[src/rtl/ccs_pkg.sv]
package ccs_pkg;
  typedef enum logic [1:0] {
    ST_IDLE = 2'd0,
    ST_RUN  = 2'd1,
    ST_DONE = 2'd2
  } ccs_state_e;

  // dual-rail carry code: c=1 carry one, n=1 carry zero, both 0 unknown
  typedef struct packed {
    logic c;
    logic n;
  } ccs_pair_t;
endpackage

[src/rtl/ccs_cell.sv]
module ccs_cell
  import ccs_pkg::*;
(
  input  logic      a_i,
  input  logic      b_i,
  input  ccs_pair_t low_i,
  output ccs_pair_t nxt_o
);
  always_comb begin
    unique case ({a_i, b_i})
      2'b00:   nxt_o = '{c: 1'b0, n: 1'b1};
      2'b11:   nxt_o = '{c: 1'b1, n: 1'b0};
      default: nxt_o = low_i;
    endcase
  end
endmodule

[src/rtl/ccs_carry_net.sv]
module ccs_carry_net
  import ccs_pkg::*;
#(
  parameter int unsigned WIDTH = 15,
  localparam int unsigned POS = WIDTH + 1
) (
  input  logic [WIDTH-1:0] a_i,
  input  logic [WIDTH-1:0] b_i,
  input  logic             cin_i,
  input  logic [POS-1:0]   c_i,
  input  logic [POS-1:0]   n_i,
  output logic [POS-1:0]   c_o,
  output logic [POS-1:0]   n_o,
  output logic             all_res_o
);
  // position 0 is the carry-in, position k+1 is bit k
  logic [POS-1:0] pa, pb;
  assign pa = {a_i, cin_i};
  assign pb = {b_i, cin_i};

  for (genvar k = 0; k < POS; k++) begin : g_pos
    ccs_pair_t low, nxt;
    if (k == 0) begin : g_base
      assign low = '{c: 1'b0, n: 1'b0};
    end else begin : g_chain
      assign low = '{c: c_i[k-1], n: n_i[k-1]};
    end
    ccs_cell u_cell (
      .a_i  (pa[k]),
      .b_i  (pb[k]),
      .low_i(low),
      .nxt_o(nxt)
    );
    assign c_o[k] = nxt.c;
    assign n_o[k] = nxt.n;
  end

  assign all_res_o = &(c_o | n_o);
endmodule

[src/rtl/ccs_ctrl.sv]
module ccs_ctrl
  import ccs_pkg::*;
(
  input  logic clk_i,
  input  logic rst_ni,
  input  logic start_i,
  input  logic all_res_i,
  output logic load_o,
  output logic step_o,
  output logic finish_o,
  output logic busy_o,
  output logic done_o
);
  ccs_state_e state_q, state_d;

  assign busy_o   = (state_q == ST_RUN);
  assign done_o   = (state_q == ST_DONE);
  assign load_o   = start_i && !busy_o;
  assign step_o   = busy_o;
  assign finish_o = busy_o && all_res_i;

  always_comb begin
    state_d = state_q;
    if (load_o)        state_d = ST_RUN;
    else if (finish_o) state_d = ST_DONE;
  end

  always_ff @(posedge clk_i or negedge rst_ni) begin
    if (!rst_ni) state_q <= ST_IDLE;
    else         state_q <= state_d;
  end
endmodule

[src/rtl/ccs_adder.sv]
module ccs_adder
  import ccs_pkg::*;
#(
  parameter int unsigned WIDTH = 15,
  localparam int unsigned POS = WIDTH + 1
) (
  input  logic             clk_i,
  input  logic             rst_ni,
  input  logic             start_i,
  input  logic [WIDTH-1:0] a_i,
  input  logic [WIDTH-1:0] b_i,
  input  logic             cin_i,
  output logic             done_o,
  output logic [WIDTH-1:0] sum_o,
  output logic             cout_o
);
  logic [WIDTH-1:0] op_a_q, op_b_q, sum_q;
  logic             op_cin_q, cout_q;
  logic [POS-1:0]   c_q, n_q, c_d, n_d;
  logic             all_res, load, step, finish, busy;

  ccs_ctrl u_ctrl (
    .clk_i    (clk_i),
    .rst_ni   (rst_ni),
    .start_i  (start_i),
    .all_res_i(all_res),
    .load_o   (load),
    .step_o   (step),
    .finish_o (finish),
    .busy_o   (busy),
    .done_o   (done_o)
  );

  ccs_carry_net #(.WIDTH(WIDTH)) u_net (
    .a_i      (op_a_q),
    .b_i      (op_b_q),
    .cin_i    (op_cin_q),
    .c_i      (c_q),
    .n_i      (n_q),
    .c_o      (c_d),
    .n_o      (n_d),
    .all_res_o(all_res)
  );

  always_ff @(posedge clk_i or negedge rst_ni) begin
    if (!rst_ni) begin
      op_a_q   <= '0;
      op_b_q   <= '0;
      op_cin_q <= 1'b0;
      c_q      <= '0;
      n_q      <= '0;
    end else if (load) begin
      op_a_q   <= a_i;
      op_b_q   <= b_i;
      op_cin_q <= cin_i;
      c_q      <= '0;
      n_q      <= '0;
    end else if (step) begin
      c_q <= c_d;
      n_q <= n_d;
    end
  end

  // carry into bit k sits at position k
  always_ff @(posedge clk_i or negedge rst_ni) begin
    if (!rst_ni) begin
      sum_q  <= '0;
      cout_q <= 1'b0;
    end else if (finish) begin
      sum_q  <= op_a_q ^ op_b_q ^ c_d[WIDTH-1:0];
      cout_q <= c_d[WIDTH];
    end
  end

  assign sum_o  = sum_q;
  assign cout_o = cout_q;
endmodule

[config.mk]
export PLATFORM = sky130hd
export DESIGN_NAME = ccs_adder
export DESIGN_NICKNAME = d
export VERILOG_FILES = /design/src/rtl/ccs_pkg.sv /design/src/rtl/ccs_cell.sv /design/src/rtl/ccs_carry_net.sv /design/src/rtl/ccs_ctrl.sv /design/src/rtl/ccs_adder.sv
export SDC_FILE = /design/constraint.sdc
export NUM_CORES = 1
export LEC_CHECK = 0
export BUFFER_PORTS_ARGS = -buffer_cell sky130_fd_sc_hd__buf_2
export CORE_ASPECT_RATIO = 1.5
export CORE_UTILIZATION = 49
export CTS_CLUSTER_DIAMETER = 150
export DETAILED_ROUTE_END_ITERATION = 8
export PLACE_DENSITY_LB_ADDON = 0.15
export SKIP_LAST_GASP = 1
export SYNTH_ARGS = -nofsm -noshare
export SYNTH_HDL_FRONTEND = slang
export SYNTH_HIERARCHICAL = 1
export SYNTH_SLANG_ARGS = --single-unit
[constraint.sdc]
create_clock -name clk_i -period 4.2 [get_ports clk_i]
set_input_delay 0.21 -clock clk_i [delete_from_list [all_inputs] [get_ports clk_i]]
set_output_delay 0.21 -clock clk_i [all_outputs]
set_load 0.01 [all_outputs]
---- Yosys cells after proc, flatten, opt, wreduce, memory -nomap -nowiden ----
Cells that the tools add are included.
storage, ports and cells
  flip-flop bits (word level) ............. 79
  input bits .............................. 34
  output and inout port bits .............. 17
  word-level logic and storage cells ...... 73
cells by class
  equal/unequal tests ..................... 18
  multiplexer cells ....................... 22
  bitwise gates (word level) .............. 3
  reductions and logical operators ........ 22
operators by type and width
  cell                  count
  $pmux W2 S2           16
  $mux W15              4
  $eq A2 B2 Y1 const B  17
  $logic_not A2 Y1      16
  $xor A15 B15 Y15      2
  $or A16 B16 Y16       1
  $reduce_and A16 Y1    1
  $mux W2               2
  $reduce_bool A2 Y1    2
  $eq A2 B1 Y1 const B  1
  $logic_and A1 B1 Y1   2
  $logic_not A1 Y1      1

---- Longest topological paths before layout ----
  depth after elaboration ................. 7
  depth in mapped cells ................... 11
  depth with buffers taken out ............ 9

---- By module ----
The synthesis kept the hierarchy.
by module, submodules not included
  module         times used  cells an instance  area each (um^2)  seq. area each (um^2)
  ccs_adder      1           218                3399.5            1976.9
  ccs_cell       16          6                  55.1              0.0
  ccs_ctrl       1           11                 106.4             50.0
  ccs_carry_net  1           14                 77.6              0.0

---- Worst setup path after synthesis ----
OpenSTA, ideal clock, no wires.
  path type ............................... reg2reg
  from .................................... register op_a_q[4]
  to ...................................... register sum_q[10], in the netlist sum_o[10]
  arrival time ............................ 2.162 ns
  required time ........................... 4.075 ns
  setup slack ............................. 1.913 ns
  cell stages (with the launch flop) ...... 12
  buffers on the path ..................... 2
  period minus slack after synthesis ...... 2.287 ns
  cell sequence ........................... dfrtp_1 inv_1 ha_1 mux2_2 o22ai_1 nor2_1 and4_1 nand3b_1 inv_1 buf_2 buf_4 mux2_2
between the ends
  cells in the longest elaborated chain, start to end .. 5
ends and longest elaborated chain
  what                                              line                 text
  start: declaration                                ccs_adder.sv:17      logic [WIDTH-1:0] op_a_q, op_b_q, sum_q;
  start signal: assignment                          ccs_adder.sv:53      op_a_q <= a_i;
  $eq A2 B2 Y1 or $logic_not A2 Y1 (tied branches)  ccs_cell.sv:10       unique case ({a_i, b_i})
  $pmux W2 S2 (*)                                   ccs_cell.sv:10
  net c_d[5]                                        ccs_adder.sv:19      logic [POS-1:0] c_q, n_q, c_d, n_d;
  $or A16 B16 Y16 (*)                               ccs_carry_net.sv:38  assign all_res_o = &(c_o | n_o);
  $reduce_and A16 Y1 (*)                            ccs_carry_net.sv:38
  net all_res                                       ccs_adder.sv:20      logic all_res, load, step, finish, busy;
  $logic_and A1 B1 Y1 (*)                           ccs_ctrl.sv:20       assign finish_o = busy_o && all_res_i;
  net finish                                        ccs_adder.sv:20
  end signal: assignment                            ccs_adder.sv:70      sum_q <= op_a_q ^ op_b_q ^ c_d[WIDTH-1:0];
  end: declaration                                  ccs_adder.sv:17
The timed path passes the listed nets; every way through them passes the cells marked *.
A chain may end at the register's enable or synchronous reset.

---- Final worst setup path ----
  from .................................... register op_a_q[6]
  to ...................................... register sum_q[7], in the netlist sum_o[7]
Same word-level chain as after synthesis.

==> results by group <==
Routing
  – Via Count: approximately 2500
  – Avg Vias per Cell: 5.13
  – Drt total wl: 7550 um
  – DRT iter0 DRCs: approximately 120
  – Number of remaining DRC errors: 0
  – Router iterations before antenna repair: 4
  – Post-route antenna net violation count: 0
  – Routed length per instance: around 15 um

Worst setup path
  – Worst r2r src: op_a_q[6]
  – Worst setup path class: register to register
  – WP data required: 4420 ps
  – Worst setup EP type: register
  – Largest stage delay, worst path: about 630 ps
  – Cells on worst reg2reg path: 9
  – CP arrival: about 3000 ps
  – Critical path launch point type: register
  – Slowest-stage cell, CP: inv_1
  – FF-to-FF End: sum_o[7]
  – Crit-path max FO: 16
  – Crit-path cells: inv_1, ha_1, mux2_2, o22ai_1, nor2_1, and4_1, nand3b_1, inv_1, mux2_2
  – Reg2reg setup slack: between 1000 and 1500 ps

Logic synthesis
  – Avg Inst Size Synth: approximately 13 um^2
  – Synth warn: 6
  – Synth Instances: about 330
  – Synthesized cell area: approximately 4400 um^2

Timing
  – Unrepaired setup endpoints after global routing: no
  – Clock skew: about 4.4 ps
  – Final Hold Slack: 23.5 ps
  – Final min period: 2790 ps
  – Final hold vios: 0
  – Accumulated negative setup slack: 0 ps
  – Slew headroom: about a third
  – Final Max Slew Viols: 0
  – Highest clock rate: roughly 360 MHz
  – Setup violators final: 0
  – Post-route clock period utilization: approximately two thirds
  – Slew @ Worst Pin: about 1000 ps
  – Worst setup margin: around 1400 ps

Place
  – Gpl congestion: approximately 0.74
  – Placed cell count: about 480
  – I/O Buffers: 50
  – DP Worst Slack: roughly 1400 ps
  – Area after detailed placement: about 4700 um^2
  – Hpwl dp: between 5000 and 6000 um

Floorplan
  – Die area: 9340 um^2
  – Die Y: approximately 120 um
  – Core ar.: 8570 um^2
  – Die W: roughly 79 um
  – Number of top-level pins: just over 50
  – Starting density of the core: between 50% and 60%
  – Row cnt: just over 40

Power and ir drop
  – Peak VDD IR: around 0.27 mV
  – Leakage power: roughly 0.0028 uW
  – P per Cell Area: between 400 and 500 nW/um^2

Clocking
  – Post-CTS Setup Repair Bufs: 0
  – Cts repair resizes: 0
  – Reg clk slew, reported paths: ~50 ps
  – Root buffer cell: clkbuf_16
  – Total CTS buffers: 9
  – Cts hold-fix bufs: 0
  – Skew-Pair Late Insertion Delay: roughly 330 ps
  – CTS tree: yes
  – Bufs on Longest Clock Path: 2
  – TritonCTS Sinks: slightly below 80
  – Htree depth: 3

GRT
  – Largest net degree at the start of global routing: 80
  – Met2 Use GR: around 30%
  – Routing usage on met1: 21.7%
  – Global-route wire length before repair: roughly 13000 um
  – Global route overflow: 0
  – Global Route Usage Sum: around 18%
  – Met3 capacity usage during global routing: between 4 and 5%
  – Vias in the first global route: 2554
  – GRT Max-Usage Layer: met2
  – Initial antenna violation count: 0

Final layout
  – ANT cells: 0
  – Share of layout cells above drive strength 1: a little under two fifths
  – Final instance area: around 5000 um^2
  – Layout net count: between 400 and 500
  – Area growth syn-to-layout: 13.7%
  – Filler cells: 723
  – Area occupied by multi-input gates: approximately 2200 um^2
  – Post-Layout Cell Count: 494
  – Flip-flop and latch area: between 1500 and 2000 um^2

Outcome
  – Outcome: completed

Flow run
  – Max-cap violations: 0

Worst hold path
  – Hold Path Class: input pin to async pin
==> cell type report <==
type                       instances  area share, %
clock buffer                      12           4.94
inverter                          34           2.56
tap                              107           2.68
timing repair buffer              51           5.47
multi-input combinational        207           43.8
clock inverter                     4          0.903
sequential                        79           39.6
==> through the flow <==
stage / util [%] / total power [uW]
global placement: 54.8 / 1650
floorplan: - / 1510
global route: 58.2 / 2570
CTS: 58.2 / 2450
detailed placement: 54.8 / 1670
finish: 58.2 / 2410
==> worst max-delay path by stage <==
| stage | start | to | slack (ps) | cells past startpoint |
|---|---|---|---|---|
| after floorplan | op_a_q[4] | sum_o[10] | 1910 | 11 |
| after global placement | op_a_q[6] | sum_o[13] | 1490 | 9 |
| after detailed placement | op_a_q[6] | sum_o[7] | 1400 | 9 |
| after CTS | op_a_q[6] | sum_o[7] | 1390 | 9 |
| after global routing | op_a_q[4] | sum_o[11] | 1280 | 9 |
| final | op_a_q[6] | sum_o[7] | 1410 | 9 |
==> layer usage <==
metal / vias up / share of wire (%)
met2: 42 / 51
li1: 1230 / -
met3: 10 / 3.2
met4: 0 / 2.1
met1: 1254 / 44
met5: - / 0
==> critical path, delay by kind of cell, from the launching register on <==
family | cells | cell delay (ps)
simple gates | 3 | 440
flops | 1 | 420
fa+ha+maj | 1 | 320
mux | 2 | 690
buf+inv | 2 | 700
compound gates | 1 | 110
==> power by group <==
part	total [uW]	internal [uW]	switching, uW
sequential	1010	906	108
combinational	636	383	253
clock	762	473	289
total	2410	1760	650
==> sequential cells by signal, summed over array words and instances, names as in the netlist <==
| signal | count |
|---|---|
| cout_o | 1 |
| op_cin_q | 1 |
| n_q | 15 |
| u_ctrl/state_q | 2 |
| op_a_q | 15 |
| op_b_q | 15 |
| c_q | 15 |
| sum_o | 15 |
==> layout by cell type (no fill, tap or decap) <==
cell type	n
o21ai_0	1
o22ai_1	8
dfrtp_1	79
bufinv_16	1
clkbuf_16	9
mux2i_1	30
xor3_1	15
and4_1	1
nor2b_4	1
buf_2	49
nand3b_1	1
clkinv_2	3
inv_1	34
o21a_1	1
mux2_2	79
buf_4	1
and2b_2	1
conb_1	2
clkbuf_1	2
clkbuf_8	1
buf_12	1
nor2_1	35
ha_1	32
Note: power is estimated with default switching activity, not from simulation.
